--- src/rtl/intc_prio_pkg.sv ---
package intc_prio_pkg;
    localparam int          NSRC     = 16;
    localparam int          LVL_W    = 3;
    localparam int          VEC_W    = 16;
    localparam logic [15:0] VEC_BASE = 16'hFFD6;
    localparam logic [15:0] VEC_RST  = 16'hFFFE;
    localparam logic [15:0] VEC_DBG  = 16'hFFF8;
    localparam logic [15:0] VEC_WDT  = 16'hFFF6;
    localparam logic [15:0] VEC_ZDIV = 16'hFFFC;
    localparam logic [15:0] VEC_BRK  = 16'hFFFA;
endpackage

--- src/rtl/intc_ctl_bank.sv ---
module intc_ctl_bank #(
    parameter int NSRC  = 16,
    parameter int LVL_W = 3,
    localparam int IDX_W = $clog2(NSRC)
) (
    input  logic                        clk,
    input  logic                        rst_n,
    input  logic                        wr_en,
    input  logic [IDX_W-1:0]            wr_sel,
    input  logic [LVL_W-1:0]            wr_lvl,
    input  logic                        wr_pend,
    input  logic                        clr_en,
    input  logic [IDX_W-1:0]            clr_idx,
    input  logic [NSRC-1:0]             set_mask,
    output logic [NSRC-1:0]             pend_d,
    output logic [NSRC-1:0][LVL_W-1:0]  lvl_d,
    output logic [NSRC-1:0]             pend_q,
    output logic [NSRC-1:0][LVL_W-1:0]  lvl_q
);
    typedef struct packed {
        logic [NSRC-1:0]            pend;
        logic [NSRC-1:0][LVL_W-1:0] lvl;
    } bank_t;

    bank_t st_d, st_q;

    always_comb begin
        st_d = st_q;
        if (clr_en) begin
            st_d.pend[clr_idx] = 1'b0;
        end
        if (wr_en) begin
            st_d.lvl[wr_sel]  = wr_lvl;
            st_d.pend[wr_sel] = wr_pend;
        end
        st_d.pend = st_d.pend | set_mask;
    end

    always_ff @(posedge clk) begin
        if (!rst_n) begin
            st_q <= '0;
        end else begin
            st_q <= st_d;
        end
    end

    assign pend_d = st_d.pend;
    assign lvl_d  = st_d.lvl;
    assign pend_q = st_q.pend;
    assign lvl_q  = st_q.lvl;
endmodule

--- src/rtl/intc_arbiter.sv ---
module intc_arbiter #(
    parameter int NSRC  = 16,
    parameter int LVL_W = 3,
    localparam int IDX_W = $clog2(NSRC)
) (
    input  logic [NSRC-1:0]            pend,
    input  logic [NSRC-1:0][LVL_W-1:0] lvl,
    input  logic [LVL_W-1:0]           ipl,
    input  logic                       masked,
    output logic                       found,
    output logic [IDX_W-1:0]           win_idx
);
    logic [LVL_W-1:0] best_lvl;

    always_comb begin
        found    = 1'b0;
        best_lvl = '0;
        win_idx  = '0;
        for (int i = 0; i < NSRC; i++) begin
            if (!masked && pend[i] && (lvl[i] > ipl) &&
                (!found || lvl[i] >= best_lvl)) begin
                found    = 1'b1;
                best_lvl = lvl[i];
                win_idx  = IDX_W'(i);
            end
        end
    end
endmodule

--- src/rtl/intc_prio.sv ---
module intc_prio
    import intc_prio_pkg::*;
#(
    parameter int NSRC_P  = NSRC,
    parameter int LVL_W_P = LVL_W,
    localparam int IDX_W = $clog2(NSRC_P)
) (
    input  logic                 clk,
    input  logic                 rst_n,
    input  logic                 wr_en,
    input  logic [IDX_W-1:0]     wr_sel,
    input  logic [LVL_W_P:0]     wr_data,
    input  logic [NSRC_P-1:0]    src_irq,
    input  logic                 rst_req,
    input  logic                 dbg_req,
    input  logic                 wdt_req,
    input  logic                 zdiv_req,
    input  logic                 brk_req,
    input  logic [LVL_W_P-1:0]   cpu_ipl,
    input  logic                 int_dis,
    input  logic                 ack,
    output logic                 irq_valid,
    output logic [VEC_W-1:0]     irq_vector
);
    typedef struct packed {
        logic             valid;
        logic [VEC_W-1:0] vector;
        logic [IDX_W-1:0] idx;
        logic             maskable;
    } out_t;

    out_t out_d, out_q;

    logic [NSRC_P-1:0]              pend_d, pend_q;
    logic [NSRC_P-1:0][LVL_W_P-1:0] lvl_d, lvl_q;
    logic                           arb_found;
    logic [IDX_W-1:0]               arb_idx;
    logic                           clr_en;

    assign clr_en = ack && out_q.valid && out_q.maskable;

    intc_ctl_bank #(.NSRC(NSRC_P), .LVL_W(LVL_W_P)) u_bank (
        .clk      (clk),
        .rst_n    (rst_n),
        .wr_en    (wr_en),
        .wr_sel   (wr_sel),
        .wr_lvl   (wr_data[LVL_W_P-1:0]),
        .wr_pend  (wr_data[LVL_W_P]),
        .clr_en   (clr_en),
        .clr_idx  (out_q.idx),
        .set_mask (src_irq),
        .pend_d   (pend_d),
        .lvl_d    (lvl_d),
        .pend_q   (pend_q),
        .lvl_q    (lvl_q)
    );

    intc_arbiter #(.NSRC(NSRC_P), .LVL_W(LVL_W_P)) u_arb (
        .pend    (pend_d),
        .lvl     (lvl_d),
        .ipl     (cpu_ipl),
        .masked  (int_dis),
        .found   (arb_found),
        .win_idx (arb_idx)
    );

    always_comb begin
        out_d = '0;
        if (rst_req) begin
            out_d.valid  = 1'b1;
            out_d.vector = VEC_RST;
        end else if (dbg_req) begin
            out_d.valid  = 1'b1;
            out_d.vector = VEC_DBG;
        end else if (wdt_req) begin
            out_d.valid  = 1'b1;
            out_d.vector = VEC_WDT;
        end else if (zdiv_req) begin
            out_d.valid  = 1'b1;
            out_d.vector = VEC_ZDIV;
        end else if (brk_req) begin
            out_d.valid  = 1'b1;
            out_d.vector = VEC_BRK;
        end else if (arb_found) begin
            out_d.valid    = 1'b1;
            out_d.maskable = 1'b1;
            out_d.idx      = arb_idx;
            out_d.vector   = VEC_BASE + (VEC_W'(arb_idx) << 1);
        end
    end

    always_ff @(posedge clk) begin
        if (!rst_n) begin
            out_q <= '0;
        end else begin
            out_q <= out_d;
        end
    end

    assign irq_valid  = out_q.valid;
    assign irq_vector = out_q.vector;
endmodule

--- config.mk ---
export PLATFORM = sky130hd
export DESIGN_NAME = intc_prio
export DESIGN_NICKNAME = d
export VERILOG_FILES = /design/src/rtl/intc_prio_pkg.sv /design/src/rtl/intc_ctl_bank.sv /design/src/rtl/intc_arbiter.sv /design/src/rtl/intc_prio.sv
export SDC_FILE = /design/constraint.sdc
export NUM_CORES = 1
export LEC_CHECK = 0
export BUFFER_PORTS_ARGS = -buffer_cell sky130_fd_sc_hd__buf_4
export CORE_ASPECT_RATIO = 0.6
export CORE_MARGIN = 4
export CORE_UTILIZATION = 25
export CTS_CLUSTER_DIAMETER = 150
export CTS_CLUSTER_SIZE = 40
export DETAILED_ROUTE_END_ITERATION = 16
export HOLD_SLACK_MARGIN = 0.03
export PLACE_DENSITY = 0.44
export SLEW_MARGIN = 20
export SYNTH_ARGS = -nofsm -noshare
export SYNTH_HDL_FRONTEND = slang
export SYNTH_SLANG_ARGS = --single-unit
--- constraint.sdc ---
create_clock -name clk -period 29.5 [get_ports clk]
set_clock_uncertainty 0.1 [all_clocks]
set_input_delay 4.425 -clock clk [delete_from_list [all_inputs] [get_ports clk]]
set_output_delay 4.425 -clock clk [all_outputs]
set_load 0.02 [all_outputs]
Word level (Yosys, flattened, before mapping)
Cells that the tools add are included.

storage, ports and cells
  flip-flop bits (word level) = 86
  input bits = 37
  output and inout port bits = 17
  logic and storage cells = 209

operators by class
  add/subtract/negate cells = 1
  magnitude comparators = 35
  mux-type cells = 62
  bitwise operators = 5
  reduce and logical (&&, ||, !) cells = 84

operator list
  operator                                                           number
  2-to-1 mux 17 bit                                                  5
  2-to-1 mux 64 bit                                                  1
  2-to-1 mux 3 bit                                                   20
  logical AND 1 bit                                                  51
  bitwise mux 48 bit                                                 1
  > comparator 3 bit                                                 16
  greater-or-equal comparator 3 bit                                  15
  2-to-1 mux 4 bit                                                   8
  2-to-1 mux 22 bit                                                  1
  2-to-1 mux 1 bit                                                   19
  AND 16 bit                                                         1
  bitwise mux 16 bit                                                 1
  zero test 1 bit                                                    16
  2-to-1 mux 16 bit                                                  1
  NOT 16 bit                                                         1
  bitwise OR 16 bit                                                  1
  logical OR 1 bit                                                   15
  demux 3 bit (select 4 bit)                                         1
  < comparator 4 x 5 -> 1 bit, second input constant                 2
  adder 7 x 6 -> 8 bit, first input constant                         1
  demux 1 bit (select 4 bit)                                         2
  greater-or-equal comparator 4 x 1 -> 1 bit, second input constant  2
  OR reduction 7 bit                                                 1
  OR reduction 6 bit                                                 1
  other kinds (2)                                                    4

Longest topological paths before layout
  depth after elaboration = 80
  gate-level depth with buffers = 133
  depth with buffers taken out = 129

Cells and area by module
Synthesis repeated with hierarchy kept, for this count alone.

second synthesis, totals
  cell total of the unflattened synthesis = 881
  area total of the unflattened synthesis = 7016.7 um2

by module, submodules not included
  module         instances  cells an instance  area each (um2)  sequential area each (um2)
  intc_arbiter   1          434                3483.3           0.0
  intc_ctl_bank  1          383                2954.1           1281.2
  intc_prio      1          64                 579.3            220.2

Least setup slack after synthesis
Ideal clock, no wire load.

  path kind = input port to flip-flop
  start point = input wr_sel[0]
  end point = register out_q (netlist bit irq_vector[2])
  library setup time = 0.058 ns
  arrival = 26.118 ns
  required time = 29.342 ns
  path slack = 3.224 ns
  stages on the path = 129
  path buffers = 4
  cells stage by stage = nor3b_2 -> nand2_1 -> mux2_2 -> ha_1 -> a31oi_1 -> o41ai_4 -> a211oi_2 -> nand2_1 -> ha_1 -> nand3_1 -> and2_1 -> a211oi_1 -> nor2_1 -> inv_1 -> ha_1 -> nor2b_1 -> o21ai_0 -> a2111o_1 -> [93 not listed] -> nand2b_1 -> a21o_1 -> a21oi_1 -> o31ai_1 -> a22oi_1 -> a221oi_1 -> ha_1 -> nand2b_1 -> a21o_1 -> a21o_1 -> o21ai_0 -> o311ai_0 -> inv_1 -> ha_1 -> nor2_1 -> nand2_1 -> a21oi_1 -> o21a_1

RTL lines
  element                 line             text
  start: declaration      intc_prio.sv:11  input logic [IDX_W-1:0] wr_sel,
  end signal: assignment  intc_prio.sv:96  out_q <= out_d;
  end: declaration        intc_prio.sv:32  out_t out_d, out_q;

==> metrics.txt <==
CP Data Required Time=29.72 ns; total power divided by cell area=40.6 nW/um^2; fin. max-slew vios=0; final hold slack=0.414 ns; # DRC=0; Clk pwr share=a little under two fifths; Setup Viol. Count Final=0; Slew headroom=28.6%; M3 GR Usage=around 4.2%; crit path max fanout=12; Tcrit/Tclk final=a little over nine tenths; CTS tree=yes; first-pass iteration count of the detailed router=5; most frequent cells in the layout=ha_1 (94), dfxtp_1 (75), buf_4 (68); crit path DAT=approximately 28 ns; die span in y=around 140 um; Overall Global Routing Usage=between 15 and 20%; worst skew pair latency=between 0.3 and 0.4 ns; hold path endpoint=u_bank.lvl_q[31]; Post-Synth Simple-Gate Area=between 20% and 30%; CTS Buffer Depth=2; Internal Pwr Total=between 0.2 and 0.25 mW; register share of total power=around a third; syn avg cell area=8.44 um^2; DR WL/cell=between 20 and 25 um; achievable clock frequency=about 0.036 GHz; cells on worst reg2reg path=126; Crit path largest cell delay=between 0.4 and 0.5 ns; routing usage on met1=between 20 and 30%; Net Sw Frac=a little over a third; adder-cell share of the synthesized area=16.7%; Reg clk slew, reported paths=approximately 0.07 ns; Antenna diodes=0; Comb power frac=a little under a third; core area=~28,000 um^2; dpl cell area=around 7800 um^2; r2r setup slk=~6 ns; CTS sink count=75; Die W=225 um; overall routed net length=25.3 mm; GRT met2 Usage=a little under a fifth; GRT busiest layer=met1; global-route wire length before repair=around 38 mm; Yosys Warn Count=0; post-route ant nets=0; Post-synth EDFFs=0; Cell Area, Synth=slightly above 7000 um^2; FF-to-FF End=irq_vector[2]; Layout Nets=around 1k; CTS root buffer=clkbuf_16; Final Total Pwr=between 0.3 and 0.4 mW; fin area=8210 um^2; largest family of logic cells by synthesized area=compound AO/OA/AOI/OAI gates; routed vias/inst=approximately 5; initial antenna violation count=0; Max VDD drop=~0.028 mV; DR iter-0 viols=~520; IO buf count=between 50 and 60; worst min path class=register to register; site row count=47; Post-synth top flop=dfxtp_1; compound-gate portion of the synthesized area=26.8%; Filler cells=2,965; Vias=roughly 6.4k; Worst-Margin Slew=1.06 ns; vias in the first global route=just under 6k; Area Growth Syn to Fin=16.3%; most common cell after layout, fill and taps aside=ha_1; Seq/Total Area, Yosys=a little over a fifth; max-cap violation count=0; Netlist cell types=around 80; LEAKAGE=about 3.5 nW; Post-Syn Instances=837; R2R Path Start=irq_vector[14]; Synth Net Count=approximately 970; worst hold path cell count=2; H-tree levels=3; total CTS buffers=9; multiplexer share of the synthesized area=under 10%; DP HPWL=19.1 mm; die area=between 30,000 and 40,000 um^2; Async S/R FF share, synth=0%; hold path startpoint=u_bank.lvl_q[31]; io pins=54; largest net degree at the start of global routing=70; min cycle time layout=27.70 ns; RD Place Congestion=about 0.87; Hold Fails Final Rpt=0; P_sw=around 0.12 mW; layout cell share with drive strength beyond 1=16.3%; crit start category=input pin; Synth Area in XOR/XNOR=0%; Yosys reg bits=75; Worst setup EP type=register; Crit path top cell by count=ha_1; Crit-path slowest cell=a2111o_1; cell family contributing the most delay on the critical path=compound AO/OA/AOI/OAI gates; Buf+Inv Stages, Crit Path=9; outcome=complete, no violations; overflow left after global routing=0; CP Class=input pin to register; cts hold-fix bufs=0; Initial Utilization=roughly a quarter
-- layer usage --
layer | up-vias | share of wire, %
li1 | 3174 | -
met1 | 2997 | 58
met2 | 176 | 35
met3 | 10 | 6.4
met4 | 0 | 0.50
met5 | - | 0
-- kinds of logic after synthesis --
| family | after synthesis |
|---|---|
| flops | 75 |
| buf+inv | 90 |
| simple gates | 284 |
| fa+ha+maj | 94 |
| other cells | 1 |
| compound gates | 239 |
| mux | 54 |
-- final cells by class --
class,instances,area [um^2],share of cell area [%]
multi-input combinational,672,5250,63.9
sequential,75,1500,18.3
timing repair buffer,68,510,6.21
tap,367,459,5.59
clock buffer,9,225,2.74
inverter,49,184,2.24
clock inverter,7,81.3,0.990
-- power groups by stage --
stage | registers, mW | logic [mW] | clock network, mW
after floorplan | 0.107 | 0.0699 | 0
after global routing | 0.106 | 0.118 | 0.130
after CTS | 0.105 | 0.102 | 0.125
after global placement | 0.108 | 0.101 | 0
after detailed placement | 0.108 | 0.101 | 0
final | 0.105 | 0.106 | 0.122
-- registers in the layout (all words and copies together) (netlist names) --
| name | cells |
|---|---|
| u_bank.lvl_q | 48 |
| u_bank.pend_q | 16 |
| irq_vector | 6 |
| out_q | 5 |
-- Yosys cell counts (all sizes together) (10+ instances only) --
cell | count | area (um^2)
o31ai | 13 | 126
nand2b | 25 | 156
o211ai | 17 | 138
and3 | 10 | 62.6
a21oi | 36 | 180
ha | 94 | 1180
inv | 49 | 184
nor2 | 55 | 209
o31a | 11 | 96.3
a21o | 19 | 143
o21a | 13 | 97.6
nand3 | 14 | 75.1
o21ai | 32 | 160
nand2 | 52 | 198
mux2 | 19 | 214
dfxtp | 75 | 1500
nor2b | 53 | 332
a211oi | 16 | 135
buf | 24 | 159
mux2i | 35 | 350
clkbuf | 17 | 63.8
and2 | 40 | 250
a31oi | 16 | 100
-- worst max-delay path by stage --
stage               slack (ns)             to  cells after the start      start
CTS                       0.79  irq_vector[2]                    124  wr_sel[3]
finish                    1.80  irq_vector[2]                    130  wr_sel[3]
detailed placement        0.55  irq_vector[2]                    124  wr_sel[3]
floorplan                 3.22  irq_vector[2]                    129  wr_sel[0]
global route             -0.01  irq_vector[2]                    130  wr_sel[0]
global placement          0.47  irq_vector[2]                    122  wr_sel[3]
-- metrics by stage --
| stage | TNS, ns | setup WS (ns) | utilization (%) | instances |
|---|---|---|---|---|
| after floorplan | 0 | 3.22 | - | 837 |
| after global placement | 0 | 0.467 | 28.1 | 1229 |
| after detailed placement | 0 | 0.551 | 28.1 | 1229 |
| after CTS | 0 | 0.795 | 29.2 | 1245 |
| after global routing | -0.0165 | -0.0118 | 29.7 | 1247 |
| final | 0 | 1.80 | 29.7 | 1247 |
-- worst reg2reg max path: cells and delay by family, from the launching register on --
| kind | cells | cell delay [ns] |
|---|---|---|
| AO/OA/AOI/OAI | 63 | 12.41 |
| adder cells (fa/ha/maj) | 16 | 4.06 |
| AND/OR/NAND/NOR | 38 | 5.27 |
| flip-flops | 1 | 0.55 |
| buffers and inverters | 9 | 1.14 |
-- what timing repair did --
| action | in CTS | in global routing |
|---|---|---|
| buffers inserted | 0 | 2 |
| endpoints found under the setup margin | 0 | 9 |
| gates resized for setup | 0 | 20 |
Note: power is estimated with default switching activity, not from simulation.
